[config.mk]
export PLATFORM = sky130hd
export DESIGN_NAME = dec2_counter
export DESIGN_NICKNAME = d
export VERILOG_FILES = /design/src/rtl/dec2_pkg.sv /design/src/rtl/dec2_stage.sv /design/src/rtl/dec2_seg7.sv /design/src/rtl/dec2_counter.sv
export SDC_FILE = /design/constraint.sdc
export NUM_CORES = 1
export LEC_CHECK = 0
export BUFFER_PORTS_ARGS = -buffer_cell sky130_fd_sc_hd__buf_2
export CORE_MARGIN = 2
export CORE_UTILIZATION = 25
export CTS_BUF_LIST = sky130_fd_sc_hd__clkbuf_4 sky130_fd_sc_hd__clkbuf_8
export DETAILED_ROUTE_END_ITERATION = 8
export PLACE_DENSITY_LB_ADDON = 0.05
export SKIP_LAST_GASP = 1
export SLEW_MARGIN = 20
export SYNTH_ARGS = -nofsm -noshare
export SYNTH_HDL_FRONTEND = slang
export SYNTH_SLANG_ARGS = --single-unit
[constraint.sdc]
create_clock -name clk -period 1.8 [get_ports clk]
set_input_delay 0.18 -clock clk [delete_from_list [all_inputs] [get_ports clk]]
set_output_delay 0.18 -clock clk [all_outputs]
set_load 0.02 [all_outputs]
[src/rtl/dec2_pkg.sv]
package dec2_pkg;
    localparam int DIGIT_W    = 4;
    localparam int SEG_W      = 7;
    localparam int NUM_DIGITS = 2;
    localparam int DIGIT_LAST = 9;
    localparam int BUS_W      = DIGIT_W * NUM_DIGITS;

    typedef logic [DIGIT_W-1:0] digit_t;
    typedef logic [SEG_W-1:0]   seg_t;

    // Per-edge operation of one decimal stage, in priority order load > step > hold
    typedef enum logic [1:0] {
        OP_HOLD = 2'd0,
        OP_STEP = 2'd1,
        OP_LOAD = 2'd2
    } stage_op_e;
endpackage

[src/rtl/dec2_stage.sv]
module dec2_stage
    import dec2_pkg::*;
(
    input  logic   clk,
    input  logic   rst_n,
    input  logic   load,
    input  logic   step_en,
    input  digit_t load_digit,
    output digit_t digit_q,
    output logic   tc
);
    localparam digit_t LAST = digit_t'(DIGIT_LAST);

    stage_op_e op;
    digit_t    digit_d;

    // Operation select
    always_comb begin
        if (load)
            op = OP_LOAD;
        else if (step_en)
            op = OP_STEP;
        else
            op = OP_HOLD;
    end

    // Next digit for each operation
    always_comb begin
        unique case (op)
            OP_LOAD: digit_d = load_digit;
            OP_STEP: digit_d = (digit_q >= LAST) ? '0 : digit_q + digit_t'(1);
            OP_HOLD: digit_d = digit_q;
            default: digit_d = digit_q;
        endcase
    end

    // Digit register
    always_ff @(posedge clk or negedge rst_n) begin
        if (!rst_n)
            digit_q <= '0;
        else
            digit_q <= digit_d;
    end

    assign tc = (digit_q == LAST);
endmodule

[src/rtl/dec2_seg7.sv]
module dec2_seg7
    import dec2_pkg::*;
(
    input  digit_t digit,
    output seg_t   seg
);
    // Active-high segments, bit 6 = a down to bit 0 = g
    always_comb begin
        case (digit)
            4'd0:    seg = 7'h7E;
            4'd1:    seg = 7'h30;
            4'd2:    seg = 7'h6D;
            4'd3:    seg = 7'h79;
            4'd4:    seg = 7'h33;
            4'd5:    seg = 7'h5B;
            4'd6:    seg = 7'h5F;
            4'd7:    seg = 7'h70;
            4'd8:    seg = 7'h7F;
            4'd9:    seg = 7'h7B;
            default: seg = 7'h00;
        endcase
    end
endmodule

[src/rtl/dec2_counter.sv]
module dec2_counter
    import dec2_pkg::*;
(
    input  logic             clk,
    input  logic             rst_n,
    input  logic             cnt_en,
    input  logic             load,
    input  logic [BUS_W-1:0] load_val,
    output logic [3:0]       ones_q,
    output logic [3:0]       tens_q,
    output logic             ones_tc,
    output logic             tens_tc,
    output logic             carry_out,
    output logic [6:0]       ones_seg,
    output logic [6:0]       tens_seg
);
    digit_t digit  [NUM_DIGITS];
    seg_t   seg    [NUM_DIGITS];
    logic   tc     [NUM_DIGITS];
    logic   chain  [NUM_DIGITS+1];

    assign chain[0] = cnt_en;

    for (genvar i = 0; i < NUM_DIGITS; i++) begin : g_digit
        dec2_stage u_stage (
            .clk        (clk),
            .rst_n      (rst_n),
            .load       (load),
            .step_en    (chain[i]),
            .load_digit (load_val[i*DIGIT_W +: DIGIT_W]),
            .digit_q    (digit[i]),
            .tc         (tc[i])
        );

        dec2_seg7 u_seg (
            .digit (digit[i]),
            .seg   (seg[i])
        );

        // A higher stage steps only when every lower stage sits at 9
        assign chain[i+1] = chain[i] & tc[i];
    end

    assign ones_q    = digit[0];
    assign tens_q    = digit[1];
    assign ones_tc   = tc[0];
    assign tens_tc   = tc[1];
    assign ones_seg  = seg[0];
    assign tens_seg  = seg[1];
    assign carry_out = chain[NUM_DIGITS];
endmodule

Word level (Yosys, flattened, before mapping)
Memories as Yosys holds them, arrays and structs flattened.
Index checks and enable logic that the tools add are counted.
- register bits: 8
- memory bits (read-only): 224
- output and inout port bits: 25
- logic and storage cells: 26
- memories: 2
- add/subtract/negate cells: 2
- order comparisons: 2
- equality and inequality tests: 6
- multiplexer cells: 8
- bitwise logic cells: 2
- reductions and logical operators: 2
- memory list (memory ; depth ; bits a word ; read ports ; clocked after Yosys merged registers in ; write ports ; line ; source):
    (no name shown) ; 16 ; 7 ; 1 ; 0 ; 0 ; dec2_seg7.sv:9 ; case (digit)
    (no name shown) ; 16 ; 7 ; 1 ; 0 ; 0 ; dec2_seg7.sv:9 ;
- operator list (cell ; number):
    one-hot mux 4 bit (2 select lines) ; 2
    adder 4 x 1 -> 4 bit, second input constant ; 2
    equality test 4 bit, second input constant ; 2
    >= comparator 4 bit, second input constant ; 2
    2-to-1 mux 4 bit ; 2
    equality test 2 x 1 -> 1 bit, second input constant ; 2
    equality test 2 bit, second input constant ; 2
    2-to-1 mux 2 bit ; 2
    nonzero test 2 bit ; 2
    bitwise AND 1 bit ; 2
    2-to-1 mux 1 bit ; 2

Depth between registers and ports, before layout
Gate-level depths: netlist of the first run.
- depth in word-level cells: 6
- gate-level depth with buffers: 6

By module
From an unflattened synthesis of the first run, not the netlist that was laid out.
- cells, all modules: 114
- area, all modules: 1023.5 um^2
- by module, submodules not included (module ; times used ; cells each ; area an instance (um^2)):
    dec2_stage ; 2 ; 28 ; 286.5
    dec2_seg7 ; 2 ; 28 ; 219.0
    dec2_counter ; 1 ; 2 ; 12.5

Least setup slack after synthesis of the first run
Ideal clock, no wire load.
- kind: register -> output
- from: register g_digit[0].u_stage.digit_q[1]
- to: output carry_out
- data arrival time: 1531 ps
- data required time: 1620 ps
- setup slack: 89 ps
- stages on the path, launching flop included: 6
- cells stage by stage: dfrtp_1 > inv_1 > ha_1 > and4b_1 > buf_4 > and2_1
- longest elaborated chain between the ends: 3
- ends and longest elaborated chain (element ; line ; source):
    from (decl) ; dec2_stage.sv:9 ; output digit_t digit_q,
    from (signal assigned) ; dec2_stage.sv:42 ; digit_q <= digit_d;
    equality test 4 bit ; dec2_stage.sv:45 ; assign tc = (digit_q == LAST);
    bitwise AND 1 bit (2 in a row) ; dec2_counter.sv:41 ; assign chain[i+1] = chain[i] & tc[i];
    to (decl) ; dec2_counter.sv:13 ; output logic carry_out,
Every way passes these cells.

Worst setup path after layout of the first run
- from: register g_digit[0].u_stage.digit_q[0]
- to: output carry_out
The elaborated chain is that of the path after synthesis.

==> results of run 1 <==
==> worst paths after layout <==
kind | end | start | cells after the start | slack, ns
min in group asynchronous | g_digit[1].u_stage.digit_q[3] | rst_n | 2 | 0.33
max in group asynchronous | g_digit[1].u_stage.digit_q[0] | rst_n | 2 | 1.28
worst min-delay path | g_digit[1].u_stage.digit_q[3] | load_val[7] | 3 | 0.16
worst max register to register | g_digit[0].u_stage.digit_q[0] | g_digit[0].u_stage.digit_q[1] | 6 | 0.34
worst max-delay path | carry_out | g_digit[0].u_stage.digit_q[0] | 4 | 0.1
worst min register to register | g_digit[0].u_stage.digit_q[0] | g_digit[0].u_stage.digit_q[0] | 2 | 0.68
==> repair_timing <==
item,in CTS,in global routing
hold buffers,1,0
hold endpoints to repair,8,0
gates resized for setup,1,1
setup buffers,0,3
setup endpoints to repair,1,3
==> kinds of logic (layout without fill, tap and decap cells) <==
group	after synthesis	count (layout)	share of synthesized area [%]
fa+ha+maj	15	15	20.3
compound gates	42	42	29.2
flops	8	8	21.7
buf+inv	16	58	7.71
mux	2	2	2.30
simple gates	27	27	17.9
xor+xnor	1	1	0.947
==> per-layer routing <==
layer  up-vias  global-route usage [%]  part of all wire (%)
li1        487                       -                     -
met1       447                    15.0                    43
met2        38                    24.4                    51
met3         0                    3.47                   6.7
met4         0                    2.39                     0
met5         -                       0                     0
==> cells in the final DEF (no fill, tap or decap), types with 2 or more instances in the layout <==
| cell type | instances |
|---|---|
| a21oi_1 | 14 |
| a22o_1 | 2 |
| a22oi_1 | 3 |
| and3_1 | 2 |
| buf_2 | 36 |
| buf_4 | 8 |
| clkbuf_8 | 3 |
| dfrtp_1 | 7 |
| ha_1 | 15 |
| inv_1 | 8 |
| inv_2 | 2 |
| nand2_1 | 3 |
| nand3_1 | 3 |
| nor2_1 | 4 |
| nor2b_1 | 5 |
| nor3b_1 | 2 |
| o211ai_1 | 2 |
| o21ai_0 | 3 |
| o21ai_1 | 6 |
| o22ai_1 | 4 |
| o31ai_1 | 2 |
==> stage by stage <==
stage               hold WS (ns)  setup WS, ns  cell area, µm²  TNS (ns)
detailed placement        0.0430         0.200            1170         0
finish                     0.165        0.0951            1240         0
global route               0.165       -0.0121            1240   -0.0121
global placement          0.0391         0.238            1170         0
floorplan                 -0.116        0.0886             925         0
CTS                        0.164        0.0421            1220         0
==> where the power goes <==
group	total [mW]	leakage, nW	switching [mW]	internal [mW]
Sequential	0.236	0.0947	0.0350	0.201
Combinational	0.492	0.496	0.303	0.189
Clock	0.214	0.0216	0.0695	0.145
Total	0.942	0.612	0.407	0.535
==> worst max-delay path, cell delays in order, from the launching register on <==
cell and delay (ns):
dfrtp_1 0.40, ha_1 0.27, and4b_2 0.31, and2_1 0.17, buf_2 0.15
==> cell type report <==
class                   count  area (µm²)  area share, %
flip-flops and latches      8         201           16.2
well taps                  48        60.1           4.82
inverters                  10        37.5           3.02
clock buffers               3        41.3           3.32
multi-input cells          87         654           52.6
repair buffers             45         250           20.1
==> flow_summary.ini, run 1 <==
[placed_design]
placement.io_buffers = 36
place.detailed.hpwl_mm = 2.06
place.detailed.instances = 194
routabilityCongestion = 0.753

[power_and_ir_drop]
ir_worst_vdd_mv = 0.433
power.leakage_nw = 0.612
total_power_mw = 0.942
power_density_mw_per_mm2 = 757

[grt]
grt_pass1_wl_mm = 4.31
globalRouteOverflowTotal = 0
grt_antenna_before_repair = 0
groute.usage.overall_pct = 13.1
grt_pass1_vias = 895
grt_max_degree = 18

[detailed_routing]
dr.pass1.iters = 4
wl_mm = 2.64
via_count = 972
detail_route.iter0.violations = 35
routedWlPerCell_um = 13.1
route.detailed.drc = 0
postRouteAntennaNets = 0
routed_via_density = 4.84

[finish]
filler_cell_count = 419
layout-drive-gt1-share_pct = 36.6
layout.nets = 182
layout.core_utilization_pct = 34.5
insertedDiodeCount = 0
largest_registers = g_digit.u_stage.digit_q (8)
syn_to_final_growth_pct = 34.6
number_of_non_filler_instances_in_the_completed_layout = 201
largest_register_ffs = 8
top_register = g_digit.u_stage.digit_q

[floorplanning]
dieArea_mm2 = 0.00420
initial_utilization_pct = 25.6
die_h_um = 64.8
fp.coreArea_mm2 = 0.00361
die_width_um = 64.8
placementRows = 22
io-pin-count = 37

[yosys]
post_synth_inst_count = 111
ys_top_cells_by_area = dfrtp_1 (22%), ha_1 (20%), a21oi_1 (7.6%)
synthDominantCellAreaShare_pct = 21.7
synth-main-ff-cell = dfrtp_1
synth_area_leader_cell = dfrtp_1
post_synth_num_cell_types = 38
synth.net_count = 138
yosysWarnings = 0
syn_std_cell_area_um2 = 925
post-synth-top-count-cell = ha_1
ys_ff_latch = 8
asyncSetResetFlopFracSynth_pct = 100
syn-mean-instance-area_um2 = 8.33
synth-edff-count = 0
ys_seq_area_share_pct = 21.7
synth.top_cells.by_count = ha_1 (15), a21oi_1 (14), dfrtp_1 (8), inv_1 (8), o21ai_1 (6)

[worst_setup_path]
timing.critical_path.from_type = flop
endpoint_kind = output pin
worst-setup-path-type = flop to output pin
cp.arrival_ns = 1.52
critical_path.max_fanout = 6
timing.critical_path.required_ns = 1.62

[clocking]
clkTransAtPathRegs_ns = 0.04
htreeDepth = 1
clock_tree.root_cell = clkbuf_8
cts_tree = built
clock-sinks = 8
cts_made_buffers = 3
clk_latency_ns = 0.23
max-clock-path-buffers = 2

[timing]
clock-skew-final_ns = 0.00511
maxClockFrequency_mhz = 587
rsz0062_at_grt = true
final.period_utilization_pct = 94.7
worst_slew_margin_rel_pct = 74.3
finalCriticalPeriod_ns = 1.70
final-max-slew-violation-count = 0
hold_viol = 0
worst_pin_slew_ns = 0.385
setup_viol = 0

[outcome]
status = completed

[worst_hold_path]
min-delay-path-class = primary input to flop

[flow_run]
max_capacitance_violation_count = 0
Power figures use the tool's default switching activity.
==> run 2: changes to the inputs <==
--- a/config.mk
+++ b/config.mk
@@ -10,6 +10,7 @@
 export CORE_UTILIZATION = 25
 export CTS_BUF_LIST = sky130_fd_sc_hd__clkbuf_4 sky130_fd_sc_hd__clkbuf_8
 export DETAILED_ROUTE_END_ITERATION = 8
+export MAX_ROUTING_LAYER = met4
 export PLACE_DENSITY_LB_ADDON = 0.05
 export SKIP_LAST_GASP = 1
 export SLEW_MARGIN = 20
==> constraint.sdc (replaced) <==
create_clock -name clk -period 2.2 [get_ports clk]
set_input_delay 0.22 -clock clk [delete_from_list [all_inputs] [get_ports clk]]
set_output_delay 0.22 -clock clk [all_outputs]
set_load 0.02 [all_outputs]
==> flow_summary.ini, run 2 (synthesis gave the netlist of run 1 again) <==
[worst_setup_path]
critical_path.max_fanout = 9
critical_path.max_stage_delay_ns = 0.48
worst_setup_path_startpoint = g_digit[0].u_stage.digit_q[1]
ordered_cell_list_for_the_critical_path = inv_2 > ha_1 > and4b_1 > and2_1 > buf_2
cp.arrival_ns = 1.77
worst_path_max_delay_cell = dfrtp_1
timing.critical_path.from_type = flop
timing.rr.start = g_digit[0].u_stage.digit_q[1]
worst-setup-path-type = flop to output pin
endpoint_kind = output pin
timing.critical_path.required_ns = 1.98

[worst_hold_path]
min-delay-path-class = primary input to flop
min_from = load_val[7]

[grt]
globalRouteOverflowTotal = 0
grt_pass1_wl_mm = 4.12
groute.usage.overall_pct = 12.9
grt_antenna_before_repair = 0
grt_pass1_vias = 865
grt_max_degree = 18

[clocking]
clkTransAtPathRegs_ns = 0.04
cts_made_buffers = 3
clk_latency_ns = 0.22
clock_tree.root_cell = clkbuf_8
cts_tree = built
clock-sinks = 8
htreeDepth = 1
max-clock-path-buffers = 2

[finish]
layout-drive-gt1-share_pct = 33.3
insertedDiodeCount = 0
layout_commonest_cell = buf_2
syn_to_final_growth_pct = 29.5
finalInstanceArea_mm2 = 0.00120
top_register = g_digit.u_stage.digit_q
layout.nets = 176
largest_register_ffs = 8
most-common-layout-cells = buf_2 (36), ha_1 (15), a21oi_1 (14)
largest_registers = g_digit.u_stage.digit_q (8)

[timing]
finalCriticalPeriod_ns = 1.99
worst_pin_slew_ns = 0.415
hold_viol = 0
final-max-slew-violation-count = 0
setup_viol = 0
maxClockFrequency_mhz = 501
rsz0062_at_grt = false
clock-skew-final_ns = 0.00181
worst_slew_margin_rel_pct = 72.3
final.period_utilization_pct = 90.7
tns_ns = 0

[detailed_routing]
wirelength_met1_mm = 1.06
detail_route.iter0.violations = 41
dr.pass1.iters = 4
wl_mm = 2.55
routed_via_density = 4.91
postRouteAntennaNets = 0
wl_met3_um = 210
met2WireLength_mm = 1.28
routedWlPerCell_um = 13.1
via_count = 958
route.detailed.drc = 0
maxUsedRoutingLayer = met3

[placed_design]
place_area_mm2 = 0.00115
routabilityCongestion = 0.737
placement.io_buffers = 36
place.detailed.hpwl_mm = 2.00

[power_and_ir_drop]
power.leakage_nw = 0.584
ir_worst_vdd_mv = 0.235
power_density_mw_per_mm2 = 625

[floorplanning]
fp.coreArea_mm2 = 0.00361
initial_utilization_pct = 25.6
placementRows = 22
dieArea_mm2 = 0.00420
die_h_um = 64.8
io-pin-count = 37
die_width_um = 64.8

[flow_run]
max_capacitance_violation_count = 0

[outcome]
status = completed
==> run 2: final timing paths <==
| check | endpoint | slack [ns] | depth (start not counted) |
|---|---|---|---|
| max | carry_out | 0.21 | 5 |
| min | g_digit[1].u_stage.digit_q[3] | 0.21 | 3 |
| max reg2reg | g_digit[1].u_stage.digit_q[3] | 0.49 | 5 |
| min reg2reg | g_digit[0].u_stage.digit_q[0] | 0.65 | 1 |
| max in group asynchronous | g_digit[1].u_stage.digit_q[1] | 1.65 | 2 |
| min in group asynchronous | g_digit[1].u_stage.digit_q[0] | 0.37 | 2 |
==> run 2: layout make-up <==
cell class                 count  area [µm²]
clock buffer                   3        41.3
fill                         390        2410
inverter                      10        37.5
multi-input combinational     87         653
sequential                     8         200
tap                           48        60.1
timing repair buffer          39         205
==> run 2: power breakdown <==
| part | internal, mW | total [mW] | switching, mW |
|---|---|---|---|
| clock | 0.118 | 0.173 | 0.0551 |
| combinational | 0.140 | 0.372 | 0.232 |
| sequential | 0.164 | 0.204 | 0.0401 |
| total | 0.422 | 0.749 | 0.327 |
==> run 2: worst max-delay path: cells and delay by family, from the launching register on <==
family | cells | cell delay (ns)
adder cells (fa/ha/maj) | 1 | 0.24
buffers and inverters | 2 | 0.31
flip-flops | 1 | 0.48
AND/OR/NAND/NOR | 2 | 0.51
==> run 2: per-layer routing <==
layer	vias to the layer above	GRT usage, %
li1	477	-
met1	441	15.1
met2	40	22.8
met3	0	3.13
met4	0	1.60
met5	-	-
==> run 2: per-stage QoR <==
step | util [%] | std cells | hold WS (ns) | setup WS [ns] | power, mW
finish | 33.2 | 195 | 0.209 | 0.206 | 0.749
global route | 33.2 | 195 | 0.214 | 0.0735 | 0.815
CTS | 33.2 | 195 | 0.204 | 0.115 | 0.763
detailed placement | 31.8 | 191 | 0.0835 | 0.364 | 0.580
global placement | 31.8 | 191 | 0.0828 | 0.429 | 0.581
floorplan | - | 111 | -0.0756 | 0.449 | 0.458
==> run 2: repair_timing <==
item | 4_1_cts | 5_1_grt
setup buffers | 0 | 0
endpoints found under the setup margin | 0 | 1
endpoints found under the hold margin | 8 | 0
hold buffers | 1 | 0
resized for setup | 0 | 1
